$ cat config.mk
export PLATFORM = sky130hd
export DESIGN_NAME = hdlc_bit_rx
export DESIGN_NICKNAME = d
export VERILOG_FILES = /design/src/rtl/hdlc_rx_pkg.sv /design/src/rtl/hdlc_rx_classify.sv /design/src/rtl/hdlc_rx_delay.sv /design/src/rtl/hdlc_rx_assemble.sv /design/src/rtl/hdlc_bit_rx.sv
export SDC_FILE = /design/constraint.sdc
export NUM_CORES = 1
export LEC_CHECK = 0
export ABC_AREA = 1
export CAP_MARGIN = 25
export CORE_ASPECT_RATIO = 1.5
export CORE_UTILIZATION = 40
export DETAILED_ROUTE_END_ITERATION = 8
export DONT_BUFFER_PORTS = 1
export SKIP_LAST_GASP = 1
export SYNTH_ARGS = -nofsm -noshare
export SYNTH_HDL_FRONTEND = slang
export SYNTH_HIERARCHICAL = 1
export SYNTH_SLANG_ARGS = --single-unit
$ cat constraint.sdc
create_clock -name clk -period 2.3 [get_ports clk]
set_input_delay 0.23 -clock clk [delete_from_list [all_inputs] [get_ports clk]]
set_output_delay 0.23 -clock clk [all_outputs]
set_load 0.005 [all_outputs]
$ cat src/rtl/hdlc_rx_pkg.sv
package hdlc_rx_pkg;
    localparam int BYTE_W     = 8;
    localparam int STUFF_ONES = 5;
    localparam int FLAG_ONES  = 6;
    localparam int IDLE_ONES  = 7;
    localparam int RUN_W      = $clog2(IDLE_ONES + 1);
    localparam int HOLD_BITS  = FLAG_ONES + 1;

    typedef enum logic [2:0] {
        EV_NONE,
        EV_DATA,
        EV_DROP,
        EV_FLAG,
        EV_IDLE
    } bit_ev_t;
endpackage

$ cat src/rtl/hdlc_rx_classify.sv
module hdlc_rx_classify
    import hdlc_rx_pkg::*;
#(
    parameter int STUFF_N = STUFF_ONES,
    parameter int FLAG_N  = FLAG_ONES,
    parameter int IDLE_N  = IDLE_ONES,
    parameter int CNT_W   = $clog2(IDLE_N + 1)
) (
    input  logic    clk,
    input  logic    rst_n,
    input  logic    bit_en,
    input  logic    bit_in,
    output bit_ev_t ev,
    output logic    idle
);
    localparam logic [CNT_W-1:0] RUN_STUFF = CNT_W'(STUFF_N);
    localparam logic [CNT_W-1:0] RUN_FLAG  = CNT_W'(FLAG_N);
    localparam logic [CNT_W-1:0] RUN_IDLE  = CNT_W'(IDLE_N);

    typedef struct packed {
        logic [CNT_W-1:0] run;
        logic             idle;
        logic             synced;
    } cls_state_t;

    cls_state_t st_d, st_q;

    always_comb begin
        st_d = st_q;
        ev   = EV_NONE;
        if (bit_en) begin
            if (bit_in) begin
                if (st_q.run == RUN_IDLE - 1'b1) begin
                    // seventh one in a row: idle code
                    st_d.run    = RUN_IDLE;
                    st_d.idle   = 1'b1;
                    st_d.synced = 1'b0;
                    ev          = EV_IDLE;
                end else if (st_q.run != RUN_IDLE) begin
                    st_d.run = st_q.run + 1'b1;
                    ev       = st_q.synced ? EV_DATA : EV_NONE;
                end
            end else begin
                st_d.run  = '0;
                st_d.idle = 1'b0;
                if (st_q.run == RUN_FLAG) begin
                    ev          = EV_FLAG;
                    st_d.synced = 1'b1;
                end else if (!st_q.synced) begin
                    ev = EV_NONE;
                end else if (st_q.run == RUN_STUFF) begin
                    ev = EV_DROP;
                end else begin
                    ev = EV_DATA;
                end
            end
        end
    end

    always_ff @(posedge clk or negedge rst_n) begin
        if (!rst_n) st_q <= '0;
        else        st_q <= st_d;
    end

    assign idle = st_q.idle;
endmodule

$ cat src/rtl/hdlc_rx_delay.sv
module hdlc_rx_delay #(
    parameter int DEPTH  = hdlc_rx_pkg::HOLD_BITS,
    parameter int FILL_W = $clog2(DEPTH + 1)
) (
    input  logic clk,
    input  logic rst_n,
    input  logic push,
    input  logic push_bit,
    input  logic clear,
    output logic out_vld,
    output logic out_bit
);
    localparam logic [FILL_W-1:0] FULL = FILL_W'(DEPTH);

    typedef struct packed {
        logic [DEPTH-1:0]  sr;
        logic [FILL_W-1:0] fill;
    } dly_state_t;

    dly_state_t st_d, st_q;

    always_comb begin
        st_d    = st_q;
        out_vld = 1'b0;
        out_bit = st_q.sr[0];
        if (clear) begin
            st_d.fill = '0;
        end else if (push) begin
            st_d.sr = {push_bit, st_q.sr[DEPTH-1:1]};
            if (st_q.fill == FULL) out_vld = 1'b1;
            else                   st_d.fill = st_q.fill + 1'b1;
        end
    end

    always_ff @(posedge clk or negedge rst_n) begin
        if (!rst_n) st_q <= '0;
        else        st_q <= st_d;
    end
endmodule

$ cat src/rtl/hdlc_rx_assemble.sv
module hdlc_rx_assemble #(
    parameter int BYTE_W = hdlc_rx_pkg::BYTE_W,
    parameter int CNT_W  = $clog2(BYTE_W)
) (
    input  logic              clk,
    input  logic              rst_n,
    input  logic              bit_vld,
    input  logic              bit_val,
    input  logic              close,
    input  logic              abort,
    output logic              valid,
    output logic [BYTE_W-1:0] data,
    output logic              sop,
    output logic              eop,
    output logic              err
);
    localparam logic [CNT_W-1:0] LAST = CNT_W'(BYTE_W - 1);

    typedef struct packed {
        logic [BYTE_W-1:0] acc;
        logic [CNT_W-1:0]  cnt;
        logic [BYTE_W-1:0] pend;
        logic              pend_v;
        logic              first;
        logic              o_valid;
        logic [BYTE_W-1:0] o_data;
        logic              o_sop;
        logic              o_eop;
        logic              o_err;
    } asm_state_t;

    asm_state_t st_d, st_q;

    always_comb begin
        st_d         = st_q;
        st_d.o_valid = 1'b0;
        st_d.o_sop   = 1'b0;
        st_d.o_eop   = 1'b0;
        st_d.o_err   = 1'b0;
        if (bit_vld) begin
            st_d.acc = {bit_val, st_q.acc[BYTE_W-1:1]};
            if (st_q.cnt == LAST) begin
                st_d.cnt = '0;
                if (st_q.pend_v) begin
                    st_d.o_valid = 1'b1;
                    st_d.o_data  = st_q.pend;
                    st_d.o_sop   = st_q.first;
                    st_d.first   = 1'b0;
                end
                st_d.pend   = {bit_val, st_q.acc[BYTE_W-1:1]};
                st_d.pend_v = 1'b1;
            end else begin
                st_d.cnt = st_q.cnt + 1'b1;
            end
        end else if (close || abort) begin
            if (st_q.pend_v || st_q.cnt != '0) begin
                st_d.o_valid = 1'b1;
                st_d.o_data  = st_q.pend_v ? st_q.pend : st_q.acc;
                st_d.o_sop   = st_q.first;
                st_d.o_eop   = 1'b1;
                st_d.o_err   = abort || (st_q.cnt != '0);
            end
            st_d.cnt    = '0;
            st_d.pend_v = 1'b0;
            st_d.first  = 1'b1;
        end
    end

    always_ff @(posedge clk or negedge rst_n) begin
        if (!rst_n) begin
            st_q       <= '0;
            st_q.first <= 1'b1;
        end else begin
            st_q <= st_d;
        end
    end

    assign valid = st_q.o_valid;
    assign data  = st_q.o_data;
    assign sop   = st_q.o_sop;
    assign eop   = st_q.o_eop;
    assign err   = st_q.o_err;
endmodule

$ cat src/rtl/hdlc_bit_rx.sv
module hdlc_bit_rx
    import hdlc_rx_pkg::*;
#(
    parameter int DATA_W = BYTE_W
) (
    input  logic              clk,
    input  logic              rst_n,
    input  logic              bit_en,
    input  logic              bit_in,
    output logic              byte_valid,
    output logic [DATA_W-1:0] byte_data,
    output logic              byte_sop,
    output logic              byte_eop,
    output logic              byte_err,
    output logic              line_idle
);
    bit_ev_t ev;
    logic    dly_vld;
    logic    dly_bit;
    logic    is_flag;
    logic    is_idle;

    assign is_flag = (ev == EV_FLAG);
    assign is_idle = (ev == EV_IDLE);

    hdlc_rx_classify #(
        .STUFF_N(STUFF_ONES),
        .FLAG_N (FLAG_ONES),
        .IDLE_N (IDLE_ONES)
    ) u_classify (
        .clk   (clk),
        .rst_n (rst_n),
        .bit_en(bit_en),
        .bit_in(bit_in),
        .ev    (ev),
        .idle  (line_idle)
    );

    hdlc_rx_delay #(
        .DEPTH(HOLD_BITS)
    ) u_delay (
        .clk     (clk),
        .rst_n   (rst_n),
        .push    (ev == EV_DATA),
        .push_bit(bit_in),
        .clear   (is_flag || is_idle),
        .out_vld (dly_vld),
        .out_bit (dly_bit)
    );

    hdlc_rx_assemble #(
        .BYTE_W(DATA_W)
    ) u_assemble (
        .clk    (clk),
        .rst_n  (rst_n),
        .bit_vld(dly_vld),
        .bit_val(dly_bit),
        .close  (is_flag),
        .abort  (is_idle),
        .valid  (byte_valid),
        .data   (byte_data),
        .sop    (byte_sop),
        .eop    (byte_eop),
        .err    (byte_err)
    );
endmodule

After elaboration in Yosys (flattened, before gate mapping)
Cells that the tools add are included.

word-level totals
  memory bits (read-only) = 0
  input port bits = 4
  memory bits (writable) = 0
  memories kept = 0
  bits in latches = 0
  output and inout port bits = 13
  register bits after elaboration = 48

cells by class
  reductions and logical operators = 16
  equal/unequal tests = 13
  bitwise operators = 1
  multiplexer cells = 29
  multiply operators = 0
  add/subtract/negate cells = 3
  $lt $le $gt $ge = 0
  div/mod/pow operators = 0
  shift-type cells = 0

operators by type and width
  cell                                            count
  2-to-1 mux 3 bit                                14
  2-to-1 mux 12 bit                               3
  == test 3 bit (second input constant)           5
  2-to-1 mux 14 bit                               1
  AND reduction 2 bit                             7
  2-to-1 mux 11 bit                               1
  adder 3 x 1 -> 3 bit (second input constant)    3
  2-to-1 mux 8 bit                                1
  != test 2 x 1 -> 1 bit (second input constant)  4
  2-to-1 mux 2 bit                                3
  nonzero test 2 bit                              3
  2-to-1 mux 1 bit                                5
  2-to-1 mux 5 bit                                1
  AND reduction 4 bit                             1
  == test 3 x 1 -> 1 bit (second input constant)  1
  == test 3 x 2 -> 1 bit (second input constant)  1
  logical OR 1 bit                                3
  != test 3 x 1 -> 1 bit (second input constant)  1
  != test 3 bit (second input constant)           1
  AND reduction 3 bit                             1
  nonzero test 3 bit                              1
  NOT 1 bit                                       1

Logic depth before layout (Yosys ltp)
Gate-level depths: netlist of run 1.

  depth in word-level cells = 11
  gate-level depth with buffers = 18
  gate-level depth less buffers = 18

Cells and area by module
Netlist of run 1, hierarchy kept.

by module, submodules not included
  module            seq. area each (µm²)  area each (µm²)  cells each  times used
  hdlc_rx_assemble  827.0                 1498.9           164         1
  hdlc_rx_delay     250.2                 486.7            53          1
  hdlc_rx_classify  125.1                 350.3            51          1
  hdlc_bit_rx       0.0                   35.0             9           1

Worst setup path after synthesis of run 1
No wires, ideal clock.

  path type = flip-flop to flip-flop
  start = register u_classify/st_q[2] (netlist bit)
  end = register u_assemble.st_q (netlist bit u_assemble/data[0])
  data required time = 2.182 ns
  library setup time = 0.118 ns
  setup slack = -0.080 ns
  data arrival time = 2.262 ns
  clock period less this slack = 2.380 ns
  cell stages (with the launch flop) = 17
  path buffers = 2
  cells stage by stage = dfrtp_1 -> ha_1 -> ha_1 -> inv_1 -> nand2_1 -> o21ai_0 -> nor2_1 -> nand2_1 -> nand2_1 -> inv_2 -> nand2_2 -> nor2_1 -> buf_6 -> nand3_2 -> buf_6 -> nand3_1 -> nand2_1

between the ends
  word-level cells in the longest chain between the ends = 11
  elaborated cells between the ends (all ways) = 22
  those cells by class = eq/ne: 8; mux: 10; reduce/logical: 4

RTL lines
  element                                                                        line                                    source
  start: declaration                                                             hdlc_rx_classify.sv:26                  cls_state_t st_d, st_q;
  start signal: assignment                                                       hdlc_rx_classify.sv:62                  else st_q <= st_d;
  == test 3 bit                                                                  hdlc_rx_classify.sv:51                  end else if (st_q.run == RUN_STUFF) begin
  2-to-1 mux 2 bit                                                               hdlc_rx_classify.sv:51
  2-to-1 mux 3 bit                                                               hdlc_rx_classify.sv:49                  end else if (!st_q.synced) begin
  2-to-1 mux 3 bit                                                               hdlc_rx_classify.sv:46                  if (st_q.run == RUN_FLAG) begin
  2-to-1 mux 3 bit *                                                             hdlc_rx_classify.sv:32                  if (bit_in) begin
  2-to-1 mux 3 bit *                                                             hdlc_rx_classify.sv:31                  if (bit_en) begin
  net ev[0]                                                                      hdlc_bit_rx.sv:17                       bit_ev_t ev;
  == test 3 x 1 -> 1 bit, or another cell as far along                           hdlc_bit_rx.sv:44                       .push (ev == EV_DATA),
  2-to-1 mux 1 bit or logical OR 1 bit (tied branches)                           hdlc_rx_delay.sv:28, hdlc_bit_rx.sv:46
  2-to-1 mux 1 bit *                                                             hdlc_rx_delay.sv:26                     if (clear) begin
  net dly_vld                                                                    hdlc_bit_rx.sv:18                       logic dly_vld;
  != test 2 x 1 -> 1 bit (no source line) or nonzero test 2 bit (tied branches)  --
  AND reduction 4 bit (no source line)                                           --
  end signal: assignment                                                         hdlc_rx_assemble.sv:74                  st_q <= st_d;
  end: declaration                                                               hdlc_rx_assemble.sv:32                  asm_state_t st_d, st_q;

Mark *: on every way through the listed nets, which the timed path passes. The rest lies on a longest branch.
A chain may end at the register's enable or synchronous reset.

Worst setup path in the final report of run 1
  start = register u_classify/st_q[2] (netlist bit)
  end = register u_assemble.st_q (netlist bit u_assemble/data[7])

Same word-level chain as after synthesis.

==> results of run 1 <==
[flip-flops by register name, summed over array words and instances (netlist names)]
| name | count |
|---|---|
| u_assemble/data | 8 |
| u_assemble/eop | 1 |
| u_assemble/err | 1 |
| u_assemble/sop | 1 |
| u_assemble/st_q | 21 |
| u_assemble/valid | 1 |
| u_classify/idle | 1 |
| u_classify/st_q | 4 |
| u_delay/out_bit | 1 |
| u_delay/st_q | 9 |
[timing repair]
item	in CTS	in global routing
endpoints found under the hold margin	48	0
pin swaps	0	21
gates cloned	0	2
gates resized for setup	3	38
setup buffers	0	4
setup endpoints to repair	9	33
hold buffers	2	0
[layout make-up]
type | count | area share, %
clock inverter | 2 | 0.549
clock buffer | 6 | 3.02
timing repair buffer | 17 | 5.76
inverter | 28 | 4.34
multi-input combinational | 186 | 39.1
tap | 72 | 3.29
sequential | 48 | 43.9
[metal layers]
metal / up-vias / share of wire (%)
li1: 894 / -
met1: 839 / 41
met2: 30 / 55
met3: 2 / 2.8
met4: 0 / 0.76
met5: - / 0
[worst reg2reg max path: stages (launching register included)]
cell	delay, ns
dfrtp_1	0.42
buf_4	0.15
ha_2	0.18
nand2_1	0.07
nand2_1	0.05
nand2_1	0.05
nand2_1	0.07
o21ai_2	0.08
nor2_1	0.06
nand2_1	0.09
nand2_2	0.07
inv_2	0.06
nand2_2	0.06
nor2_4	0.22
buf_6	0.16
nand3_4	0.14
nand3_2	0.12
nand2_1	0.05
[how the worst max path moves through the flow]
stage,to,slack (ns),cells after the start
floorplan,u_assemble/data[0],0.07,14
global placement,u_assemble/data[1],0.02,15
detailed placement,u_assemble/data[0],-0.06,15
CTS,u_assemble/data[2],0.02,16
global route,u_assemble/data[5],-0.06,15
finish,u_assemble/data[7],0.11,17
[power breakdown]
group	switching, uW	internal [uW]	total, uW	leakage [uW]
registers	141	989	1130	0.000599
logic	327	206	533	0.000734
clock network	280	244	524	0.0000434
total	748	1440	2190	0.00138
[metrics by stage]
stage          cells  worst slack, ns  cell area, um^2  power, uW  hold WS (ns)
3_5_place_dp     343          -0.0643             2390       1570       -0.0647
3_3_place_gp     343           0.0155             2390       1550       -0.0647
5_1_grt          359          -0.0573             2740       2340       0.00977
2_1_floorplan    277           0.0723             2370       1490       -0.0656
4_1_cts          353           0.0170             2540       2150        0.0136
6_report         359            0.107             2740       2190        0.0248
[cells in the final DEF, fill, tap and decap left out, types with 2 or more instances in the layout]
master and n:
ha_1 6, ha_2 2, nand3_1 21, dfrtp_1 47
nand3_2 13, inv_1 23, nand3_4 2, inv_2 4
clkinvlp_4 2, a21oi_1 4, nor2_4 2, clkbuf_8 6
buf_6 2, nand2_4 3, nand2_1 78, nand4_1 2
o21ai_0 26, nor2_2 2, nor2_1 8, buf_4 13
nand2_2 11
[cell families after synthesis]
family | Yosys count | share of synthesized area (%)
fa+ha+maj | 9 | 4.75
flops | 48 | 50.7
buf+inv | 45 | 11.4
compound gates | 35 | 7.65
simple gates | 140 | 25.5
==> qor.txt, run 1 <==
Status: complete, no violations
Clock sink count: 48
Most common cell in the netlist: nand2_1
Ranking of synthesized cells by area: dfrtp_1, nand2_1, nand3_1
Critical Path RT: 2.49 ns
Avg Inst Size Synth: 8.56 um^2
Area of the core: 5740 um^2
Tcrit/Tclk final: 95.4%
Skew final: 0.00784 ns
DR iter-0 viols: 137
Number of synthesized register bits: 48
Clk buf depth: 2
Post-synth EDFFs: 0
DP Wirelength: 3.03 mm
Row count: 34
Clk Latency, worst-skew pair: 0.29 ns
Worst Hold Depth: 1
Share of cells above drive strength 1: 24.0%
Port buffer count: 0
Register Area: 1200 um^2
Die area: 6250 um^2
Max-slew violations: 0
Multi-input gate area: 1070 um^2
Synth Warn #: 6
Post-Route WL: 4.61 mm
Final core occ: 47.6%
Grt met3 use: 3.55%
GR Util met1: 16.8%
IO Count: 17
Die height: 96.3 um
Vias in the first global route: 1758
Via count: 1765
Slowest-stage cell, CP: dfrtp_1
Initial antenna violation count: 0
Most used DFF post-synth: dfrtp_1
Cell repeated most along the worst path: nand2_1
Largest net degree at the start of global routing: 49
Layout overhead on the synthesized area: 15.4%
Max cap viols: 0
Crit. End Element: register
Peak supply drop: 0.311 mV
Vias per cell: 4.92
Die outline width: 64.9 um
Initial core utilization: 41.3%
Flop2flop setup slack: 0.11 ns
Crit path kind: register to register
Sequence of cells on the critical path: buf_4, ha_2, nand2_1, nand2_1, nand2_1, nand2_1, o21ai_2, nor2_1, nand2_1, nand2_2, inv_2, nand2_2, nor2_4, buf_6, nand3_4, nand3_2, nand2_1
CTS H-tree depth: 2
First-pass GRT wire length: 7.67 mm
Setup crit start: u_classify/st_q[2]
# diodes: 0
Ys async rst share: 100%
Synth top area share: 49.6%
Worst path bufs/invs: 3
Yosys top cell by area: dfrtp_1
Leakage power: 0.00138 uW
Total CTS buffers: 5
Syn Inst Count: 277
Grt peak-use layer: met2
Most frequent cells after synthesis: nand2_1, dfrtp_1, nand3_1
Max-slew headroom: 52.7%
Fmax: 456 MHz
Reg clk slew, reported paths: 0.09 ns
Remaining DRCs: 0
Worst Min Path Start: bit_in
WHS Endpoint: u_classify/st_q[0]
Worst setup SP type: register
Global placer's final weighted congestion: 0.774
Peak fanout along the critical path: 6
Worst slew pin tran: 0.709 ns
Crit path largest cell delay: 0.42 ns
Syn_nets: 290
CTS tree: done
Final TNS setup: 0 ns
DRT Pass-1 Iters: 4
Post-DRT Antenna Nets: 0
Critical path's top delay family: simple AND/OR/NAND/NOR gates
Post-synth cell types: 21
Power per cell area: 799 nW/um^2
Worst r2r src: u_classify/st_q[2]
Final #Nets: 299
RSZ-0062 raised after global routing: true
Fillers: 561
RR Endpoint: u_assemble/data[7]
DR WL/cell: 12.8 um
Final setup viols: 0
Final Hold Viols: 0
Met2 usage: 30.2%
Tmin final: 2.19 ns
Worst Hold Class: primary input to register
R2R depth: 17
Data arrival time of the critical path: 2.38 ns
Register area share after synthesis: 50.7%
Netlist Area Pre-Place: 2370 um^2
GR Overflow Total: 0
All-Layer GR Usage: 15.8%
Clock Tree Root: clkbuf_8
(Power assumes the default switching activity.)
==> run 2, diff against run 1 <==
--- a/config.mk
+++ b/config.mk
@@ -8,9 +8,11 @@
 export ABC_AREA = 1
 export CAP_MARGIN = 25
 export CORE_ASPECT_RATIO = 1.5
-export CORE_UTILIZATION = 40
+export CORE_MARGIN = 4
+export CORE_UTILIZATION = 55
 export DETAILED_ROUTE_END_ITERATION = 8
 export DONT_BUFFER_PORTS = 1
+export PLACE_DENSITY = 0.73
 export SKIP_LAST_GASP = 1
 export SYNTH_ARGS = -nofsm -noshare
 export SYNTH_HDL_FRONTEND = slang
==> qor.txt, run 2 (same netlist as run 1, synthesis figures left out) <==
Status: complete, no violations
Worst slew pin tran: 0.529 ns (-0.180 ns)
Commonest non-fill, non-tap cell in the layout: nand2_1
Clock power share: 30.7% (+6.7 points)
Final instance area: 2640 um^2 (-3.7%)
Internal Power: 1620 uW (+13%)
Post-DRT Antenna Nets: 0 (unchanged)
R2R depth: 15 (-2)
Final Hold Viols: 0 (unchanged)
Max cap viols: 0 (unchanged)
Final worst slack: 0.132 ns (+0.0255 ns)
Initial antenna violation count: 0 (unchanged)
First-pass GRT wire length: 6.97 mm (-9.1%)
Combinational fraction of design power: 21.0% (-3.4 points)
Clk buf depth: 2 (unchanged)
Crit path largest cell delay: 0.43 ns (about the same)
# diodes: 0 (unchanged)
Global placer's final weighted congestion: 0.835 (+7.8%)
All-Layer GR Usage: 16.9% (+1.1 points)
Layout overhead on the synthesized area: 11.1%
Commonest non-fill, non-tap cells in the layout: nand2_1, dfrtp_1, nand3_1
Sw Share: 29.9% (-4.3 points)
Initial core utilization: 56.3% (+15 points)
Largest net degree at the start of global routing: 49 (unchanged)
Worst path bufs/invs: 3 (unchanged)
Row count: 29 (-15%)
Crit path depth: 15 (-2)
Peak fanout along the critical path: 8 (+2)
Post-Route WL: 4.15 mm (-10%)
Clock Tree Root: clkbuf_8
Post-route insts no fill: 329 (-8.4%)
Critical path's top delay family: simple AND/OR/NAND/NOR gates
Sw power: 690 uW (-7.8%)
Number of flip-flops under the largest register name: 21 (unchanged)
Fraction of power consumed by sequential logic: 48.3% (-3.4 points)
Slowest-stage cell, CP: dfrtp_1
Final #Nets: 295 (-1.3%)
Remaining DRCs: 0 (unchanged)
DR WL/cell: 12.6 um (-1.8%)
Max-slew headroom: 64.8% (+12 points)
Total CTS buffers: 5 (unchanged)
Critical Path RT: 2.54 ns (+0.05 ns)
Reg clk slew, reported paths: 0.08 ns (about the same)
Clk Latency, worst-skew pair: 0.31 ns (+0.02 ns)
Placed Instances: 314 (-8.5%)
GR Overflow Total: 0 (unchanged)
Port buffer count: 0 (unchanged)
Tcrit/Tclk final: 94.2% (-1.1 points)
CTS H-tree depth: 2 (unchanged)
Power per cell area: 876 nW/um^2 (+9.6%)
Vias per cell: 5.36 (+9.1%)
Crit path kind: register to register
DR iter-0 viols: 65 (-53%)
DP Wirelength: 2.79 mm (-8.0%)
Flop2flop setup slack: 0.13 ns (+0.03 ns)
Share of cells above drive strength 1: 17.0% (-7.1 points)
Worst setup SP type: register
Tmin final: 2.17 ns (-0.0255 ns)
Data arrival time of the critical path: 2.40 ns (+0.02 ns)
Area of placed instances: 2340 um^2 (-2.3%)
Final setup viols: 0 (unchanged)
Die area: 5450 um^2 (-13%)
Skew final: 0.0146 ns (+0.00672 ns)
Fmax: 461 MHz (+1.2%)
IO Count: 17 (unchanged)
Worst Hold Class: primary input to register
Clock sink count: 48 (unchanged)
CTS tree: done
Largest register by flop count: u_assemble/st_q
Max-slew violations: 0 (unchanged)
Vias in the first global route: 1640 (-6.7%)
Peak supply drop: 0.702 mV (+130%)
Leakage power: 0.00139 uW (+0.96%)
Die height: 88.4 um (-8.2%)
Die outline width: 61.6 um (-5.0%)
DRT Pass-1 Iters: 4 (unchanged)
Area of the core: 4210 um^2 (-27%)
Sequence of cells on the critical path: inv_1, ha_1, nand3_1, a21oi_2, nor2_1, nand2_1, nand2_2, inv_2, nand2_4, nor2_4, buf_6, nand2_4, nand2_2, nand3_1, nand2_1
Crit. End Element: register
Via count: 1764 (-0.057%)
Worst Hold Depth: 1 (unchanged)
Pre-CTS worst setup slack: -0.00642 ns (+0.0579 ns)
[run 2: power by group through the flow]
stage	clock, uW	sequential (uW)	combinational (uW)
5_1_grt	769	1140	571
4_1_cts	719	1110	453
3_5_place_dp	0	1130	426
6_report	709	1120	485
3_3_place_gp	0	1120	416
2_1_floorplan	0	1070	413
[run 2: final cells by class]
| cell class | instances | area [um^2] |
|---|---|---|
| repair buffers | 14 | 156 |
| clock inverters | 2 | 60.1 |
| inverters | 28 | 119 |
| fillers | 346 | 1570 |
| multi-input cells | 185 | 967 |
| well taps | 46 | 57.6 |
| flip-flops and latches | 48 | 1200 |
| clock buffers | 6 | 72.6 |
[run 2: timing repair]
action	in CTS	in global routing
resized for setup	1	25
hold buffers	2	0
buffers inserted	0	3
pin swaps	0	6
endpoints found under the hold margin	48	0
cloned	0	2
setup endpoints to repair	1	29
[run 2: per-stage QoR]
| step | util, % | TNS, ns | hold slack, ns | total power, uW |
|---|---|---|---|---|
| final | 62.6 | 0 | 0.0302 | 2310 |
| after global routing | 62.6 | -0.0712 | 0.0161 | 2480 |
| after CTS | 59.6 | 0 | 0.0212 | 2280 |
| after detailed placement | 55.6 | -0.00642 | -0.0643 | 1560 |
| after global placement | 55.6 | 0 | -0.0646 | 1540 |
| after floorplan | - | 0 | -0.0656 | 1490 |
[run 2: final timing paths]
path / startpoint / endpoint
max: u_classify/st_q[2] / u_assemble/data[7]
min: bit_in / u_classify/st_q[0]
max reg2reg: u_classify/st_q[2] / u_assemble/data[7]
min reg2reg: u_assemble/st_q[28] / u_assemble/st_q[27]
max in group asynchronous: rst_n / u_assemble/st_q[12]
min in group asynchronous: rst_n / u_assemble/st_q[25]
[run 2: layer usage]
layer / vias up / track usage [%] / wire length, um
met2: 31 / 29.6 / 2200
met3: 10 / 4.82 / 157
li1: 886 / - / -
met4: 0 / 6.76 / 82
met5: - / 0 / 0
met1: 837 / 18.7 / 1710
==> run 3, diff against run 2 <==
--- a/config.mk
+++ b/config.mk
@@ -7,12 +7,12 @@
 export LEC_CHECK = 0
 export ABC_AREA = 1
 export CAP_MARGIN = 25
-export CORE_ASPECT_RATIO = 1.5
-export CORE_MARGIN = 4
+export CORE_ASPECT_RATIO = 2
+export CORE_MARGIN = 2
 export CORE_UTILIZATION = 55
 export DETAILED_ROUTE_END_ITERATION = 8
 export DONT_BUFFER_PORTS = 1
-export PLACE_DENSITY = 0.73
+export PLACE_DENSITY_LB_ADDON = 0.15
 export SKIP_LAST_GASP = 1
 export SYNTH_ARGS = -nofsm -noshare
 export SYNTH_HDL_FRONTEND = slang
==> qor.txt, run 3 (same netlist as run 1, synthesis figures left out) <==
Final #Nets: 296 (+0.34%)
Critical Path RT: 2.48 ns (-0.06 ns)
Worst slew pin tran: 0.582 ns (+0.0535 ns)
Max-slew headroom: 61.2% (-3.6 points)
Port buffer count: 0 (unchanged)
Layout overhead on the synthesized area: 12.5%
Fmax: 461 MHz (-0.11%)
Tmin final: 2.17 ns (+0.00234 ns)
Clock sink count: 48 (unchanged)
Reg clk slew, reported paths: 0.09 ns (about the same)
Die height: 96.9 um (+9.5%)
Skew final: 0.00928 ns (-0.00528 ns)
Slowest-stage cell, CP: dfrtp_1
Commonest non-fill, non-tap cells in the layout: nand2_1, dfrtp_1, nand3_1
Crit. End Element: register
Die outline width: 50.4 um (-18%)
Worst Hold Class: primary input to register
Tcrit/Tclk final: 94.3% (+0.10 points)
Multi-input gate area: 985 um^2 (+1.8%)
GR Overflow Total: 0 (unchanged)
Final Hold Viols: 0 (unchanged)
CTS tree: done
Max-slew violations: 0 (unchanged)
Post-DRT Antenna Nets: 0 (unchanged)
All-Layer GR Usage: 19.7% (+2.7 points)
Number of flip-flops under the largest register name: 21 (unchanged)
Share of cells above drive strength 1: 16.9% (-0.060 points)
DR iter-0 viols: 48 (-26%)
Via count: 1761 (-0.17%)
Sequence of cells on the critical path: ha_2, ha_4, inv_2, nand2_1, o21ai_2, nor2_1, nand2_1, nand2_2, inv_2, nand2_2, nor2_4, buf_6, nand2_8, clkbuf_16, nand2_1, o21ai_0
Final instance area: 2670 um^2 (+1.2%)
Register Area: 1200 um^2 (unchanged)
Commonest non-fill, non-tap cell in the layout: nand2_1
Final worst slack: 0.130 ns (-0.00234 ns)
Fillers: 370 (+6.9%)
Hold WS: 0.0200 ns (-0.0102 ns)
# diodes: 0 (unchanged)
DR WL/cell: 13.7 um (+8.6%)
Vias per cell: 5.24 (-2.2%)
Post-Route WL: 4.60 mm (+11%)
Peak supply drop: 0.497 mV (-29%)
IO Count: 17 (unchanged)
Data arrival time of the critical path: 2.35 ns (-0.05 ns)
Die area: 4880 um^2 (-10%)
Total CTS buffers: 5 (unchanged)
Vias in the first global route: 1760 (+7.3%)
Global placer's final weighted congestion: 0.788 (-5.6%)
Area of the core: 4130 um^2 (-1.9%)
Pre-CTS worst setup slack: 0.0328 ns (+0.0392 ns)
Initial core utilization: 57.4% (+1.1 points)
First-pass GRT wire length: 7.55 mm (+8.3%)
Crit path largest cell delay: 0.42 ns (about the same)
Row count: 33 (+14%)
Largest register by flop count: u_assemble/st_q
Design Power: 2350 uW (+2.0%)
Leakage power: 0.00139 uW (about the same)
Clk buf depth: 2 (unchanged)
DP Wirelength: 3.09 mm (+11%)
Status: complete, no violations
Area of placed instances: 2350 um^2 (+0.64%)
Max cap viols: 0 (unchanged)
Clk Latency, worst-skew pair: 0.29 ns (-0.02 ns)
Peak fanout along the critical path: 8 (unchanged)
Largest net degree at the start of global routing: 49 (unchanged)
Final core occ: 64.6% (+2.0 points)
Clock Tree Root: clkbuf_8
Power per cell area: 883 nW/um^2 (+0.73%)
DRT Pass-1 Iters: 4 (unchanged)
CTS H-tree depth: 2 (unchanged)
Remaining DRCs: 0 (unchanged)
Initial antenna violation count: 0 (unchanged)
Cell repeated most along the worst path: nand2_1
Worst setup SP type: register
Crit path kind: register to register
Final setup viols: 0 (unchanged)
## run 3: path summary, 6_finish.rpt
| kind | startpoint | end | slack, ns | cells past startpoint |
|---|---|---|---|---|
| setup / recovery | u_classify/st_q[3] | u_assemble/st_q[15] | 0.13 | 16 |
| hold / removal | bit_in | u_classify/st_q[0] | 0.02 | 1 |
| setup reg to reg | u_classify/st_q[3] | u_assemble/st_q[15] | 0.13 | 16 |
| hold reg to reg | u_assemble/st_q[12] | u_assemble/st_q[12] | 0.47 | 2 |
| max in group asynchronous | rst_n | u_assemble/st_q[12] | 1.58 | 2 |
| min in group asynchronous | rst_n | u_assemble/st_q[14] | 0.46 | 2 |
## run 3: metal layers
metal	track usage [%]	wire [um]	vias to the layer above	part of all wire (%)
li1	-	-	887	-
met1	20.0	1730	844	37
met2	37.3	2720	26	59
met3	4.17	107	4	2.3
met4	7.07	46	0	1.0
met5	0	0	-	0
## run 3: power breakdown
group | internal, uW | total [uW] | switching (uW)
Clock | 434 | 703 | 268
Combinational | 210 | 530 | 320
Sequential | 989 | 1120 | 132
## run 3: what timing repair did
action,in CTS,in global routing
resized for setup,0,26
endpoints found under the hold margin,48,0
hold buffers,2,0
setup buffers,0,3
endpoints found under the setup margin,0,25
## run 3: area by class of cell
type,instances,share of cell area (%)
clock buffers,6,2.72
clock inverters,2,2.25
inverters,28,4.46
multi-input cells,185,36.9
flip-flops and latches,48,45.1
well taps,52,2.44
repair buffers,15,6.14
## run 3: worst max-delay path, delay by kind of cell (launching register included)
kind | cells | cell delay [ns]
buf+inv | 4 | 0.45
compound gates | 2 | 0.23
fa+ha+maj | 2 | 0.37
simple gates | 8 | 0.58
flops | 1 | 0.42
## run 3: per-stage QoR
step	cells	TNS, ns
floorplan	277	0
global placement	321	0
detailed placement	321	0
CTS	331	0
global route	336	-0.0777
finish	336	0
